==> config.mk <==
export PLATFORM = sky130hd
export DESIGN_NAME = mis_aggregator
export DESIGN_NICKNAME = d
export VERILOG_FILES = /design/src/rtl/mis_pkg.sv /design/src/rtl/mis_enable_reg.sv /design/src/rtl/mis_evt_half.sv /design/src/rtl/mis_irq_out.sv /design/src/rtl/mis_aggregator.sv
export SDC_FILE = /design/constraint.sdc
export NUM_CORES = 1
export LEC_CHECK = 0
export ABC_AREA = 1
export BUFFER_PORTS_ARGS = -buffer_cell sky130_fd_sc_hd__buf_2
export CAP_MARGIN = 10
export CORE_ASPECT_RATIO = 0.75
export CORE_UTILIZATION = 38
export CTS_BUF_LIST = sky130_fd_sc_hd__clkbuf_4
export CTS_CLUSTER_SIZE = 12
export DETAILED_ROUTE_END_ITERATION = 8
export GPL_TIMING_DRIVEN = 0
export PLACE_DENSITY = 0.7
export SLEW_MARGIN = 20
export SYNTH_ARGS = -nofsm -noshare
export SYNTH_HDL_FRONTEND = slang
export SYNTH_HIERARCHICAL = 1
export SYNTH_SLANG_ARGS = --single-unit
==> constraint.sdc <==
create_clock -name clk -period 3.65 [get_ports clk]
set_clock_uncertainty 0.1 [all_clocks]
set_input_delay 0 -clock clk [delete_from_list [all_inputs] [get_ports clk]]
set_output_delay 0 -clock clk [all_outputs]
set_load 0.03 [all_outputs]
==> src/rtl/mis_pkg.sv <==
package mis_pkg;
  localparam int HALF_W_DEF = 16;
  // Bit positions inside one half of the status word.
  localparam int SUM_POS    = 0;
  localparam int DONE_POS   = 1;
  localparam int NODESC_POS = 2;
  localparam int BUSERR_POS = 3;
  localparam logic [HALF_W_DEF-1:0] CAUSE_DEF =
    HALF_W_DEF'((1 << DONE_POS) | (1 << NODESC_POS) | (1 << BUSERR_POS));
  typedef enum logic {SEL_STATUS = 1'b0, SEL_ENABLE = 1'b1} reg_sel_e;
endpackage

==> src/rtl/mis_enable_reg.sv <==
module mis_enable_reg #(
  parameter int DATA_W = 32
) (
  input  logic              clk,
  input  logic              rst,
  input  logic              soft_clr,
  input  logic              wr_en,
  input  logic [DATA_W-1:0] wdata,
  output logic [DATA_W-1:0] en_q,
  output logic [DATA_W-1:0] en_nxt
);
  always_comb begin
    if (soft_clr)   en_nxt = '0;
    else if (wr_en) en_nxt = wdata;
    else            en_nxt = en_q;
  end

  always_ff @(posedge clk) begin
    if (rst) en_q <= '0;
    else     en_q <= en_nxt;
  end

  a_r8_enable_hold: assert property (@(posedge clk) disable iff (rst)
    (!soft_clr && !wr_en) |=> $stable(en_q));
endmodule

==> src/rtl/mis_evt_half.sv <==
module mis_evt_half #(
  parameter int                HALF_W     = 16,
  parameter int                SUM_IDX    = 0,
  parameter logic [HALF_W-1:0] CAUSE_MASK = '0
) (
  input  logic              clk,
  input  logic              rst,
  input  logic              soft_clr,
  input  logic [HALF_W-1:0] set_pulse,
  input  logic [HALF_W-1:0] clr_mask,
  input  logic [HALF_W-1:0] en_nxt,
  output logic [HALF_W-1:0] stat_q
);
  localparam logic [HALF_W-1:0] SUM_MSK   = {{(HALF_W-1){1'b0}}, 1'b1} << SUM_IDX;
  localparam logic [HALF_W-1:0] PLAIN_MSK = ~SUM_MSK;
  localparam logic [HALF_W-1:0] EFF_CAUSE = CAUSE_MASK & PLAIN_MSK;

  logic [HALF_W-1:0] plain_nxt;
  logic              sum_nxt;

  // Set dominates clear; summary follows the values being stored.
  always_comb begin
    plain_nxt = ((stat_q & ~clr_mask) | set_pulse) & PLAIN_MSK;
    sum_nxt   = |(plain_nxt & en_nxt & EFF_CAUSE);
  end

  always_ff @(posedge clk) begin
    if (rst || soft_clr) stat_q <= '0;
    else                 stat_q <= plain_nxt | (sum_nxt ? SUM_MSK : '0);
  end

  a_r4_set_wins: assert property (@(posedge clk) disable iff (rst)
    !soft_clr |=> ((stat_q & $past(set_pulse & PLAIN_MSK)) == $past(set_pulse & PLAIN_MSK)));

  a_r3_sticky: assert property (@(posedge clk) disable iff (rst)
    !soft_clr |=> ((stat_q & $past(stat_q & ~clr_mask & PLAIN_MSK))
                   == $past(stat_q & ~clr_mask & PLAIN_MSK)));

  a_r3_clear_only_by_write: assert property (@(posedge clk) disable iff (rst)
    !soft_clr |=> ((stat_q & PLAIN_MSK & ~$past(stat_q) & ~$past(set_pulse)) == '0));
endmodule

==> src/rtl/mis_irq_out.sv <==
module mis_irq_out (
  input  logic clk,
  input  logic rst,
  input  logic soft_clr,
  input  logic sum_in,
  input  logic en_bit,
  output logic irq_q
);
  always_ff @(posedge clk) begin
    if (rst || soft_clr) irq_q <= 1'b0;
    else                 irq_q <= sum_in & en_bit;
  end

  a_r9_rise_cause: assert property (@(posedge clk) disable iff (rst)
    $rose(irq_q) |-> $past(sum_in && en_bit));

  a_r9_fall_cause: assert property (@(posedge clk) disable iff (rst)
    $fell(irq_q) |-> $past(!sum_in || !en_bit || soft_clr));
endmodule

==> src/rtl/mis_aggregator.sv <==
module mis_aggregator #(
  parameter int                  HALF_W   = mis_pkg::HALF_W_DEF,
  parameter int                  SUM_IDX  = mis_pkg::SUM_POS,
  parameter logic [HALF_W-1:0]   TX_CAUSE = mis_pkg::CAUSE_DEF,
  parameter logic [HALF_W-1:0]   RX_CAUSE = mis_pkg::CAUSE_DEF,
  localparam int                 DATA_W   = 2 * HALF_W
) (
  input  logic              clk,
  input  logic              rst,
  input  logic              soft_rst,
  input  logic              bus_wr,
  input  logic              bus_addr,
  input  logic [DATA_W-1:0] bus_wdata,
  output logic [DATA_W-1:0] bus_rdata,
  input  logic [DATA_W-1:0] evt_set,
  output logic              irq_tx,
  output logic              irq_rx
);
  import mis_pkg::*;

  logic [DATA_W-1:0] en_q, en_nxt, stat_all, clr_vec;
  logic              en_wr;
  logic [1:0]        irq_vec;

  assign en_wr   = bus_wr && (bus_addr == SEL_ENABLE);
  assign clr_vec = (bus_wr && (bus_addr == SEL_STATUS)) ? bus_wdata : '0;

  mis_enable_reg #(.DATA_W(DATA_W)) u_en (
    .clk(clk), .rst(rst), .soft_clr(soft_rst), .wr_en(en_wr),
    .wdata(bus_wdata), .en_q(en_q), .en_nxt(en_nxt));

  // Half 0 is receive, half 1 is transmit.
  for (genvar h = 0; h < 2; h++) begin : g_half
    localparam logic [HALF_W-1:0] CM = (h == 1) ? TX_CAUSE : RX_CAUSE;
    mis_evt_half #(.HALF_W(HALF_W), .SUM_IDX(SUM_IDX), .CAUSE_MASK(CM)) u_half (
      .clk(clk), .rst(rst), .soft_clr(soft_rst),
      .set_pulse(evt_set[h*HALF_W +: HALF_W]),
      .clr_mask(clr_vec[h*HALF_W +: HALF_W]),
      .en_nxt(en_nxt[h*HALF_W +: HALF_W]),
      .stat_q(stat_all[h*HALF_W +: HALF_W]));
    mis_irq_out u_irq (
      .clk(clk), .rst(rst), .soft_clr(soft_rst),
      .sum_in(stat_all[h*HALF_W + SUM_IDX]),
      .en_bit(en_q[h*HALF_W + SUM_IDX]),
      .irq_q(irq_vec[h]));
  end

  assign irq_rx = irq_vec[0];
  assign irq_tx = irq_vec[1];

  always_ff @(posedge clk) begin
    if (rst) bus_rdata <= '0;
    else     bus_rdata <= (bus_addr == SEL_ENABLE) ? en_q : stat_all;
  end

  a_r5_tx_summary: assert property (@(posedge clk) disable iff (rst)
    stat_all[HALF_W + SUM_IDX] == |(stat_all[DATA_W-1:HALF_W] & en_q[DATA_W-1:HALF_W] & TX_CAUSE
                                    & ~(HALF_W'(1) << SUM_IDX)));

  a_r6_rx_summary: assert property (@(posedge clk) disable iff (rst)
    stat_all[SUM_IDX] == |(stat_all[HALF_W-1:0] & en_q[HALF_W-1:0] & RX_CAUSE
                           & ~(HALF_W'(1) << SUM_IDX)));

  a_r10_soft_clears: assert property (@(posedge clk) disable iff (rst)
    soft_rst |=> (stat_all == '0 && en_q == '0 && !irq_tx && !irq_rx));

  a_r9_irq_lag: assert property (@(posedge clk) disable iff (rst)
    !soft_rst |=> (irq_tx == $past(stat_all[HALF_W + SUM_IDX] && en_q[HALF_W + SUM_IDX])));
endmodule

# Word-level counts from Yosys, hierarchy flattened
# Cells that the tools add are included.
# word_totals
reg_bits,98
wordCells,30
# classes
mux,6
bitwise_logic,13
n_reduce_logical,5
# ops
cell,count
32-bit two-way mux,4
16-bit bitwise AND,2
16-bit inverter,2
16-bit by 1-bit OR with 16-bit output,2
16-bit OR,2
4-bit bitwise AND,2
3-bit OR reduction,2
1-bit bitwise AND,2
1-bit logical AND,2
1-bit two-way mux,2
1-bit logical OR,1
1-bit inverter,1

# Depth between registers and ports, before layout
# Gate-level depths: netlist of run 1.
# logic_depth
depth_word,10
ltp_mapped,14
mapped_depth_nobuf,10

# Cells and area by module
# The synthesis of run 1 kept the hierarchy.
# modules_own_cells
module,instances,cells_per_inst,area_each_um2,seq_area_each_um2
mis_enable_reg,1,271,1851.8,640.6
mis_aggregator,1,274,1599.0,640.6
mis_evt_half,2,76,575.6,320.3
mis_irq_out,2,6,41.3,20.0

# Least setup slack after synthesis of run 1
# No wires, ideal clock.
# synth_timing
path_kind,input-to-reg
start,in bus_addr
end,reg g_half[0].u_half.stat_q[0]
setup_ps,109
arrival_time_ps,1048
required_ps,3441
path_slack_ps,2393
path_stages,14
cell_sequence,buf_4 -> buf_6 -> nand2_1 -> inv_1 -> buf_6 -> inv_2 -> buf_6 -> nand2_1 -> nand3_2 -> inv_1 -> nand2_1 -> nand3_1 -> nand2_1 -> inv_1
# synth_rtl
element,line,source
from (decl),mis_aggregator.sv:12,"input logic bus_addr,"
1-bit logical AND,mis_aggregator.sv:25,assign en_wr = bus_wr && (bus_addr == SEL_ENABLE);
net en_wr,mis_aggregator.sv:22,logic en_wr;
32-bit two-way mux,mis_enable_reg.sv:14,else if (wr_en) en_nxt = wdata;
32-bit two-way mux,mis_enable_reg.sv:13,if (soft_clr) en_nxt = '0;
net en_nxt[2],mis_aggregator.sv:21,"logic [DATA_W-1:0] en_q, en_nxt, stat_all, clr_vec;"
4-bit bitwise AND,mis_evt_half.sv:24,sum_nxt = |(plain_nxt & en_nxt & EFF_CAUSE);
3-bit OR reduction,mis_evt_half.sv:24,
1-bit two-way mux,mis_evt_half.sv:29,else stat_q <= plain_nxt | (sum_nxt ? SUM_MSK : '0);
16-bit by 1-bit OR with 16-bit output,mis_evt_half.sv:29,
to (signal assigned),mis_evt_half.sv:29,
to (decl),mis_evt_half.sv:12,output logic [HALF_W-1:0] stat_q
# The timed path passes the listed nets, and every way through them passes these cells.
# A chain may end at the register's enable or synchronous reset.

# Final worst setup path of run 1
# layout_timing
start,in bus_addr
end,reg u_en.en_q[31]
# layout_via
elab_chain_cells,3
# layout_lines
element,line,source
1-bit logical AND,mis_aggregator.sv:25,
net en_wr,mis_aggregator.sv:22,
32-bit two-way mux,mis_enable_reg.sv:14,
32-bit two-way mux,mis_enable_reg.sv:13,
to (signal assigned),mis_enable_reg.sv:20,else en_q <= en_nxt;
to (decl),mis_enable_reg.sv:9,"output logic [DATA_W-1:0] en_q,"
# The timed path passes the listed nets, and every way through them passes these cells.

==> results of run 1 <==
## metal layers
metal	track usage, %	vias to the layer above
met4	4.89	0
met5	0	-
li1	-	2339
met2	34.0	98
met1	25.9	1908
met3	5.42	14
## through the flow
step / hold slack (ps) / cells
6_report: 180 / 1063
5_1_grt: 180 / 1062
4_1_cts: 147 / 1062
3_5_place_dp: 113 / 941
3_3_place_gp: 105 / 941
2_1_floorplan: -33.6 / 679
## cell type report
| cell class | instances | area (um2) |
|---|---|---|
| antenna | 1 | 2.50 |
| multi-input combinational | 372 | 1710 |
| buffer | 28 | 219 |
| sequential | 98 | 1960 |
| timing repair buffer | 206 | 1560 |
| clock buffer | 10 | 75.1 |
| tap | 162 | 203 |
| fill | 1143 | 5220 |
| inverter | 181 | 679 |
| clock inverter | 5 | 22.5 |
## flip-flops by register name, summed over array words and instances (netlist names)
name                  count
g_half.u_irq/irq_q        2
bus_rdata                32
u_en/en_q                32
g_half.u_half/stat_q     32
## report_power, final
group	switching (mW)	internal (mW)
sequential	0.0186	1.12
combinational	0.233	0.199
clock	0.349	0.137
total	0.600	1.45
## timing repair
action | 4_1_cts | 5_1_grt
resized for setup | 0 | 0
hold buffers | 106 | 0
endpoints found under the hold margin | 78 | 0
## worst max-delay path, cell delays in order
cell and delay [ps]:
dlygate4sd3_1 540, buf_2 130, buf_4 190, buf_6 170, nand2_1 60, inv_1 70, buf_6 110, nand2_1 50
dlygate4sd3_1 550, nand3_1 80, dlygate4sd3_1 550, nor2_1 40
## worst min-delay path by stage
stage | endpoint | depth (start not counted) | start
finish | u_en/en_q[6] | 9 | bus_wr
CTS | u_en/en_q[25] | 9 | bus_wr
global route | u_en/en_q[10] | 9 | bus_wr
global placement | g_half[0].u_half/stat_q[7] | 3 | evt_set[7]
detailed placement | g_half[0].u_half/stat_q[4] | 3 | evt_set[4]
floorplan | u_en/en_q[29] | 1 | rst
==> reports/qor.csv, run 1 <==
stage,metric,value,unit
floorplan,FP Rows,34,
global_routing,GRT overflow,0,
drt,met1 WL,5650,um
worst_setup_path,crit start category,input pin,
synth,syn_nets,748,
worst_setup_path,CP Capture Type,register,
sta,Tightest Pin Transition,334,ps
final_layout,Area Overhead vs Synth,40.8,%
power,Total Power,2.05,mW
drt,initial drt markers,156,
sta,hold violation count in the final report,0,
placed_design,I/O Buffers,100,
sta,RSZ-0062 raised after global routing,no,
worst_setup_path,R2R Path End,g_half[1].u_half/stat_q[6],
min_path,hold crit path type,input pin to register,
worst_setup_path,FF-to-FF path depth,4,
drt,Via density,4.10,
final_layout,post-layout instance area,6440,um2
placed_design,HPWL after DPL,7310,um
power,cell leakage power,3.38,nW
drt,uppermost layer routed,met4,
floorplan,Top Ports,103,
job,Max Cap Viol,0,
floorplan,Die Area,12500,um2
sta,fmax,438,MHz
synth,Syn Std Cell Area,4570,um2
clock_network,postcts setup bufs,0,
clock_network,clock buffer depth,2,
global_routing,GRT Resource Usage Total,20.4,%
sta,setup TNS,0,ps
worst_setup_path,flop2flop setup slack,1800,ps
final_layout,highest-count cells in the layout ignoring fill and taps,"178 x inv_1, 154 x nand2_1, 120 x nor2_1, 113 x buf_2, 106 x dlygate4sd3_1",
sta,Slew Limit Fails,0,
worst_setup_path,CP Class,input pin to register,
clock_network,root buf cell,clkbuf_4,
placed_design,global placer's final weighted congestion,0.778,
power,maximum vdd drop,283,uV
sta,period utilisation layout,62.6,%
drt,final routed DRC violation total,0,
global_routing,first-pass GRT wire length,19800,um
worst_setup_path,Worst Setup EP,u_en/en_q[31],
sta,Rel. slew slack,77.8,%
placed_design,pre-CTS setup slack,2010,ps
drt,final WL,11800,um
drt,met2 WL,5450,um
worst_setup_path,"Max FO, Critical Path",10,
power,pwr/cell area,319,nW/um2
floorplan,core area,11700,um2
synth,Mapped Avg Cell Area,6.73,um2
clock_network,"CTS clk-pin slew, worst paths",150,ps
worst_setup_path,CP required,3910,ps
drt,ANT nets after route,0,
sta,Setup Viol. Count Final,0,
clock_network,htree depth,3,
synth,warnings from Yosys,6,
clock_network,TritonCTS Buffers,9,
floorplan,die width,129,um
final_layout,"leading cell type in the layout, fill and taps excluded",inv_1,
sta,Final WS setup,1370,ps
global_routing,initial antenna violation count,0,
clock_network,CTS Sinks,98,
global_routing,largest net degree at the start of global routing,15,
drt,Pre-antenna DRT Iters,4,
placed_design,placed instance area,5280,um2
worst_setup_path,Critical Path Start,bus_addr,
worst_setup_path,R2R Path Start,g_half[1].u_half/stat_q[6],
floorplan,Die Y,97.0,um
global_routing,vias in the first global route,4305,
clock_network,TritonCTS clock tree,built,
sta,fin crit period,2280,ps
floorplan,Initial Util,39.2,%
final_layout,layout cells sized above 1,23.1,%
outcome,outcome,"complete, no violations",
final_layout,final core occ,55.2,%
clock_network,Clock Latency Late Sink,460,ps
drt,met3 routed WL,549,um
drt,routed via count,4359,
synth,Mapped Cells,679,
drt,Routed wire per std cell,11.1,um
final_layout,Final #Nets,965,
worst_setup_path,"Data arrival, critical path",2540,ps
(Power assumes the default switching activity.)
==> run 2, diff against run 1 <==
Settings changed: ABC_AREA 1 to 0, PLACE_DENSITY 0.7 to 0.74.
Clock period 3.65 ns to 2.1 ns, I/O delays scaled along.
==> reports/qor.csv, run 2 <==
stage,metric,value,unit,change
sta,RSZ-0062 raised after global routing,no,,unchanged
clock_network,htree depth,3,,unchanged
synth,warnings from Yosys,6,,unchanged
sta,Tightest Pin Transition,686,ps,was 334 ps
floorplan,die width,118,um,was 129 um
global_routing,first-pass GRT wire length,16200,um,was 19800 um
sta,Rel. slew slack,54.1,%,was 77.8%
floorplan,Die Area,10500,um2,was 12500 um2
drt,final routed DRC violation total,0,,unchanged
drt,final WL,10200,um,was 11800 um
sta,worst hold slack,30.7,ps,was 180 ps
drt,Routed wire per std cell,13.7,um,was 11.1 um
clock_network,clock buffer depth,2,,unchanged
drt,uppermost layer routed,met4,,unchanged
synth,Mapped Cells,388,,was 679
worst_setup_path,CP required,2340,ps,was 3910 ps
floorplan,core area,9700,um2,was 11700 um2
sta,fmax,511,MHz,
drt,routed via count,3372,,was 4359
sta,Setup Viol. Count Final,0,,unchanged
synth,syn_nets,457,,was 748
clock_network,TritonCTS clock tree,built,,unchanged
global_routing,vias in the first global route,3424,,was 4305
job,Max Cap Viol,0,,unchanged
power,Total Power,3.36,mW,was 2.05 mW
clock_network,root buf cell,clkbuf_4,,unchanged
floorplan,Top Ports,103,,unchanged
worst_setup_path,"Data arrival, critical path",2200,ps,was 2540 ps
drt,Via density,4.55,,was 4.10
clock_network,CTS Sinks,98,,unchanged
outcome,outcome,"complete, no violations",,unchanged
placed_design,I/O Buffers,99,,was 100
final_layout,highest-count cells in the layout ignoring fill and taps,"107 x dlygate4sd3_1, 101 x buf_2, 98 x nor2_1, 98 x dfxtp_1, 64 x mux2i_1",,"was 178 x inv_1, 154 x nand2_1, 120 x nor2_1, 113 x buf_2, 106 x dlygate4sd3_1"
worst_setup_path,crit start category,input pin,,unchanged
clock_network,post-cts sizing count,0,,unchanged
power,cell leakage power,2.58,nW,was 3.38 nW
final_layout,antenna cells,0,,was 1
worst_setup_path,CP Class,input pin to register,,unchanged
drt,ANT nets after route,0,,unchanged
final_layout,Area Overhead vs Synth,48.2,%,was 40.8%
floorplan,FP Rows,31,,was 34
drt,met3 routed WL,422,um,was 549 um
synth,Mapped Avg Cell Area,9.84,um2,was 6.73 um2
sta,hold violation count in the final report,0,,unchanged
clock_network,CTS Hold Bufs,107,,was 106
drt,met2 WL,5070,um,was 5450 um
drt,Pre-antenna DRT Iters,5,,was 4
global_routing,initial antenna violation count,0,,unchanged
clock_network,"CTS clk-pin slew, worst paths",140,ps,was 150 ps
placed_design,global placer's final weighted congestion,0.778,,about the same
final_layout,Final #Nets,674,,was 965
final_layout,Top Registers,"bus_rdata x32, g_half.u_half/stat_q x32, u_en/en_q x32",,unchanged
power,maximum vdd drop,434,uV,was 283 uV
drt,met1 WL,4460,um,was 5650 um
global_routing,largest net degree at the start of global routing,15,,unchanged
placed_design,HPWL after DPL,6070,um,was 7310 um
clock_network,TritonCTS Buffers,9,,unchanged
floorplan,Initial Util,39.4,%,was 39.2%
sta,setup TNS,0,ps,unchanged
clock_network,postcts setup bufs,0,,unchanged
clock_network,Clock Latency Late Sink,430,ps,was 460 ps
min_path,hold crit path type,input pin to register,,unchanged
drt,initial drt markers,147,,was 156
sta,fin crit period,1960,ps,
worst_setup_path,"Max FO, Critical Path",2,,was 10
floorplan,Die Y,88.8,um,was 97.0 um
worst_setup_path,CP Capture Type,register,,unchanged
final_layout,"leading cell type in the layout, fill and taps excluded",dlygate4sd3_1,,was inv_1
global_routing,GRT overflow,0,,unchanged
global_routing,GRT Resource Usage Total,20.2,%,was 20.4%
final_layout,layout cells sized above 1,25.6,%,was 23.1%
sta,period utilisation layout,93.1,%,
power,pwr/cell area,595,nW/um2,was 319 nW/um2
sta,Slew Limit Fails,0,,unchanged
synth,Syn Std Cell Area,3820,um2,was 4570 um2
-- run 2: changes by cell type in the layout (fill, tap and decap cells not counted), sizes merged, moves of 31 or more --
cell and change:
nand2 -152, inv -155, nor2 -56, mux2i +64
nand3 -34, and2 +31
-- run 2: final cells by class --
cell class	count	area [um2]
fillers	824	4040
clock inverters	3	17.5
flip-flops and latches	98	1960
clock buffers	12	90.1
well taps	132	165
repair buffers	206	1570
multi-input cells	241	1530
inverters	26	97.6
plain buffers	23	233
-- run 2: worst max-delay path: stages --
cell and delay, ps:
dlygate4sd3_1 520, buf_2 120, and2_1 120, inv_1 40, a21oi_1 150, dlygate4sd3_1 600
o211ai_1 100, dlygate4sd3_1 560
-- run 2: final timing paths --
check,slack (ps),to,cells after the start,start
setup / recovery,140,g_half[0].u_half/stat_q[0],8,bus_wdata[2]
hold / removal,30,u_en/en_q[0],5,bus_wr
setup reg to reg,190,g_half[0].u_half/stat_q[0],4,g_half[0].u_half/stat_q[2]
hold reg to reg,400,bus_rdata[4],2,u_en/en_q[4]
-- run 2: metal layers --
| metal | vias up | GRT usage (%) |
|---|---|---|
| met2 | 86 | 37.1 |
| met3 | 18 | 5.09 |
| met4 | 0 | 7.34 |
| met5 | - | 0 |
| met1 | 1586 | 23.1 |
| li1 | 1682 | - |
-- run 2: through the flow --
step / worst slack (ps) / instance area [um2] / std cells / util [%]
after floorplan: 695 / 3820 / 388 / -
after global placement: 465 / 4480 / 619 / 46.2
after detailed placement: 436 / 4480 / 619 / 46.2
after CTS: 237 / 5660 / 741 / 58.3
after global routing: 108 / 5660 / 741 / 58.3
final: 145 / 5660 / 741 / 58.3
-- run 2: power breakdown --
| group | total (mW) | switching [mW] | internal (mW) |
|---|---|---|---|
| clock network | 0.852 | 0.577 | 0.275 |
| logic | 0.569 | 0.249 | 0.320 |
| registers | 1.94 | 0.0249 | 1.92 |
| total | 3.36 | 0.851 | 2.51 |
==> run 3, diff against run 2 <==
Settings changed: CORE_ASPECT_RATIO 0.75 to 0.6.
==> reports/qor.csv, run 3 (same netlist as run 2, synthesis figures left out) <==
stage,metric,value,unit,change
power,cell leakage power,2.57,nW,was 2.58 nW
sta,period utilisation layout,91.8,%,was 93.1%
worst_setup_path,crit start category,input pin,,unchanged
power,Total Power,3.34,mW,was 3.36 mW
global_routing,first-pass GRT wire length,16600,um,was 16200 um
drt,final WL,10300,um,was 10200 um
worst_setup_path,R2R Path Start,g_half[1].u_half/stat_q[6],,was g_half[0].u_half/stat_q[2]
clock_network,CTS Sinks,98,,unchanged
clock_network,"CTS clk-pin slew, worst paths",140,ps,about the same
job,Max Cap Viol,0,,unchanged
clock_network,TritonCTS Buffers,9,,unchanged
sta,setup TNS,0,ps,unchanged
placed_design,global placer's final weighted congestion,0.803,,was 0.778
floorplan,Die Area,10500,um2,about the same
final_layout,layout cells sized above 1,25.2,%,was 25.6%
sta,Setup Viol. Count Final,0,,unchanged
sta,Tightest Pin Transition,629,ps,was 686 ps
final_layout,"leading cell type in the layout, fill and taps excluded",dlygate4sd3_1,,unchanged
worst_setup_path,CP Capture Type,register,,unchanged
floorplan,die width,131,um,was 118 um
worst_setup_path,"Data arrival, critical path",2160,ps,was 2200 ps
final_layout,filler cell count,851,,was 824
sta,fin crit period,1930,ps,was 1960 ps
floorplan,Initial Util,40.4,%,was 39.4%
min_path,hold-critical path endpoint,u_en/en_q[0],,unchanged
sta,Rel. slew slack,57.9,%,was 54.1%
drt,ANT nets after route,0,,unchanged
worst_setup_path,CP required,2330,ps,was 2340 ps
min_path,hold crit path type,input pin to register,,unchanged
worst_setup_path,CP Class,input pin to register,,unchanged
min_path,Hold Path Origin,bus_wr,,unchanged
final_layout,Top Registers,"bus_rdata x32, g_half.u_half/stat_q x32, u_en/en_q x32",,unchanged
drt,Pre-antenna DRT Iters,4,,was 5
clock_network,Clock Latency Late Sink,450,ps,was 430 ps
clock_network,root buf cell,clkbuf_4,,unchanged
clock_network,clock buffer depth,2,,unchanged
sta,fmax,519,MHz,was 511 MHz
drt,initial drt markers,127,,was 147
sta,RSZ-0062 raised after global routing,no,,unchanged
worst_setup_path,flop2flop setup slack,280,ps,was 190 ps
final_layout,Area Overhead vs Synth,48.0,%,was 48.2%
global_routing,largest net degree at the start of global routing,16,,was 15
worst_setup_path,Critical Path Start,bus_addr,,was bus_wdata[2]
final_layout,highest-count cells in the layout ignoring fill and taps,"107 x dlygate4sd3_1, 101 x buf_2, 98 x nor2_1, 98 x dfxtp_1, 64 x mux2i_1",,unchanged
sta,hold violation count in the final report,0,,unchanged
worst_setup_path,"Max FO, Critical Path",9,,was 2
drt,Routed wire per std cell,13.9,um,was 13.7 um
placed_design,HPWL after DPL,6580,um,was 6070 um
sta,Slew Limit Fails,0,,unchanged
global_routing,vias in the first global route,3494,,was 3424
final_layout,antenna cells,0,,unchanged
floorplan,Die Y,79.6,um,was 88.8 um
global_routing,initial antenna violation count,0,,unchanged
min_path,worst hold path depth,5,,unchanged
drt,routed via count,3363,,was 3372
global_routing,GRT overflow,0,,unchanged
power,maximum vdd drop,369,uV,was 434 uV
worst_setup_path,R2R Path End,g_half[1].u_half/stat_q[6],,was g_half[0].u_half/stat_q[0]
floorplan,Top Ports,103,,unchanged
drt,Via density,4.54,,was 4.55
outcome,outcome,"complete, no violations",,unchanged
placed_design,I/O Buffers,99,,unchanged
worst_setup_path,FF-to-FF path depth,4,,unchanged
clock_network,post-cts sizing count,0,,unchanged
floorplan,core area,9460,um2,was 9700 um2
power,pwr/cell area,592,nW/um2,was 595 nW/um2
drt,final routed DRC violation total,0,,unchanged
final_layout,Final #Nets,674,,unchanged
clock_network,htree depth,3,,unchanged
global_routing,GRT Resource Usage Total,20.7,%,was 20.2%
clock_network,TritonCTS clock tree,built,,unchanged
floorplan,FP Rows,27,,was 31
## run 3: cell types whose count changed in the layout (fill, tap and decap cells not counted), sizes merged
cell      delta
clkbuf       -3
clkinv       +3
clkinvlp     +1
## run 3: how the worst max path moves through the flow
stage / end / slack [ps] / cells past startpoint
6_report: bus_rdata[2] / 170 / 6
5_1_grt: bus_rdata[5] / 110 / 6
4_1_cts: bus_rdata[2] / 180 / 6
3_5_place_dp: g_half[1].u_half/stat_q[0] / 420 / 9
3_3_place_gp: g_half[1].u_half/stat_q[0] / 460 / 9
2_1_floorplan: g_half[0].u_half/stat_q[0] / 700 / 9
## run 3: area by class of cell
class                      count  area (um2)  area share, %
multi-input combinational    241        1530           27.0
inverter                      26        97.6           1.73
buffer                        23         233           4.12
clock inverter                 7        36.3          0.642
timing repair buffer         206        1570           27.7
sequential                    98        1960           34.7
tap                          130         163           2.88
clock buffer                   9        67.6           1.20
## run 3: worst max-delay path: stages
cell and delay [ps]:
buf_6 120, dlygate4sd3_1 660, buf_8 130, dlygate4sd3_1 910, mux2i_1 260, nor2_1 80
## run 3: what timing repair did
| item | 4_1_cts | 5_1_grt |
|---|---|---|
| hold buffers | 107 | 0 |
| endpoints found under the setup margin | 0 | 0 |
| hold endpoints to repair | 97 | 0 |
| buffers inserted | 0 | 0 |
## run 3: metal layers
| metal | routed length [um] | global-route usage (%) |
|---|---|---|
| met1 | 4850 | 25.6 |
| met2 | 4810 | 36.3 |
| met3 | 518 | 5.27 |
| met4 | 87 | 5.47 |
| met5 | 0 | 0 |
## run 3: per-stage QoR
step	hold WS [ps]	worst slack (ps)	instance area (um2)	util [%]	std cells
global placement	105	460	4480	47.3	617
detailed placement	114	415	4480	47.3	617
CTS	2.36	177	5650	59.7	740
global route	31.1	106	5650	59.7	740
finish	4.96	172	5650	59.7	740
floorplan	-27.6	695	3820	-	388
## run 3: power breakdown
group / switching, mW / internal (mW)
Sequential: 0.0260 / 1.92
Clock: 0.604 / 0.228
Combinational: 0.248 / 0.320
Total: 0.878 / 2.46
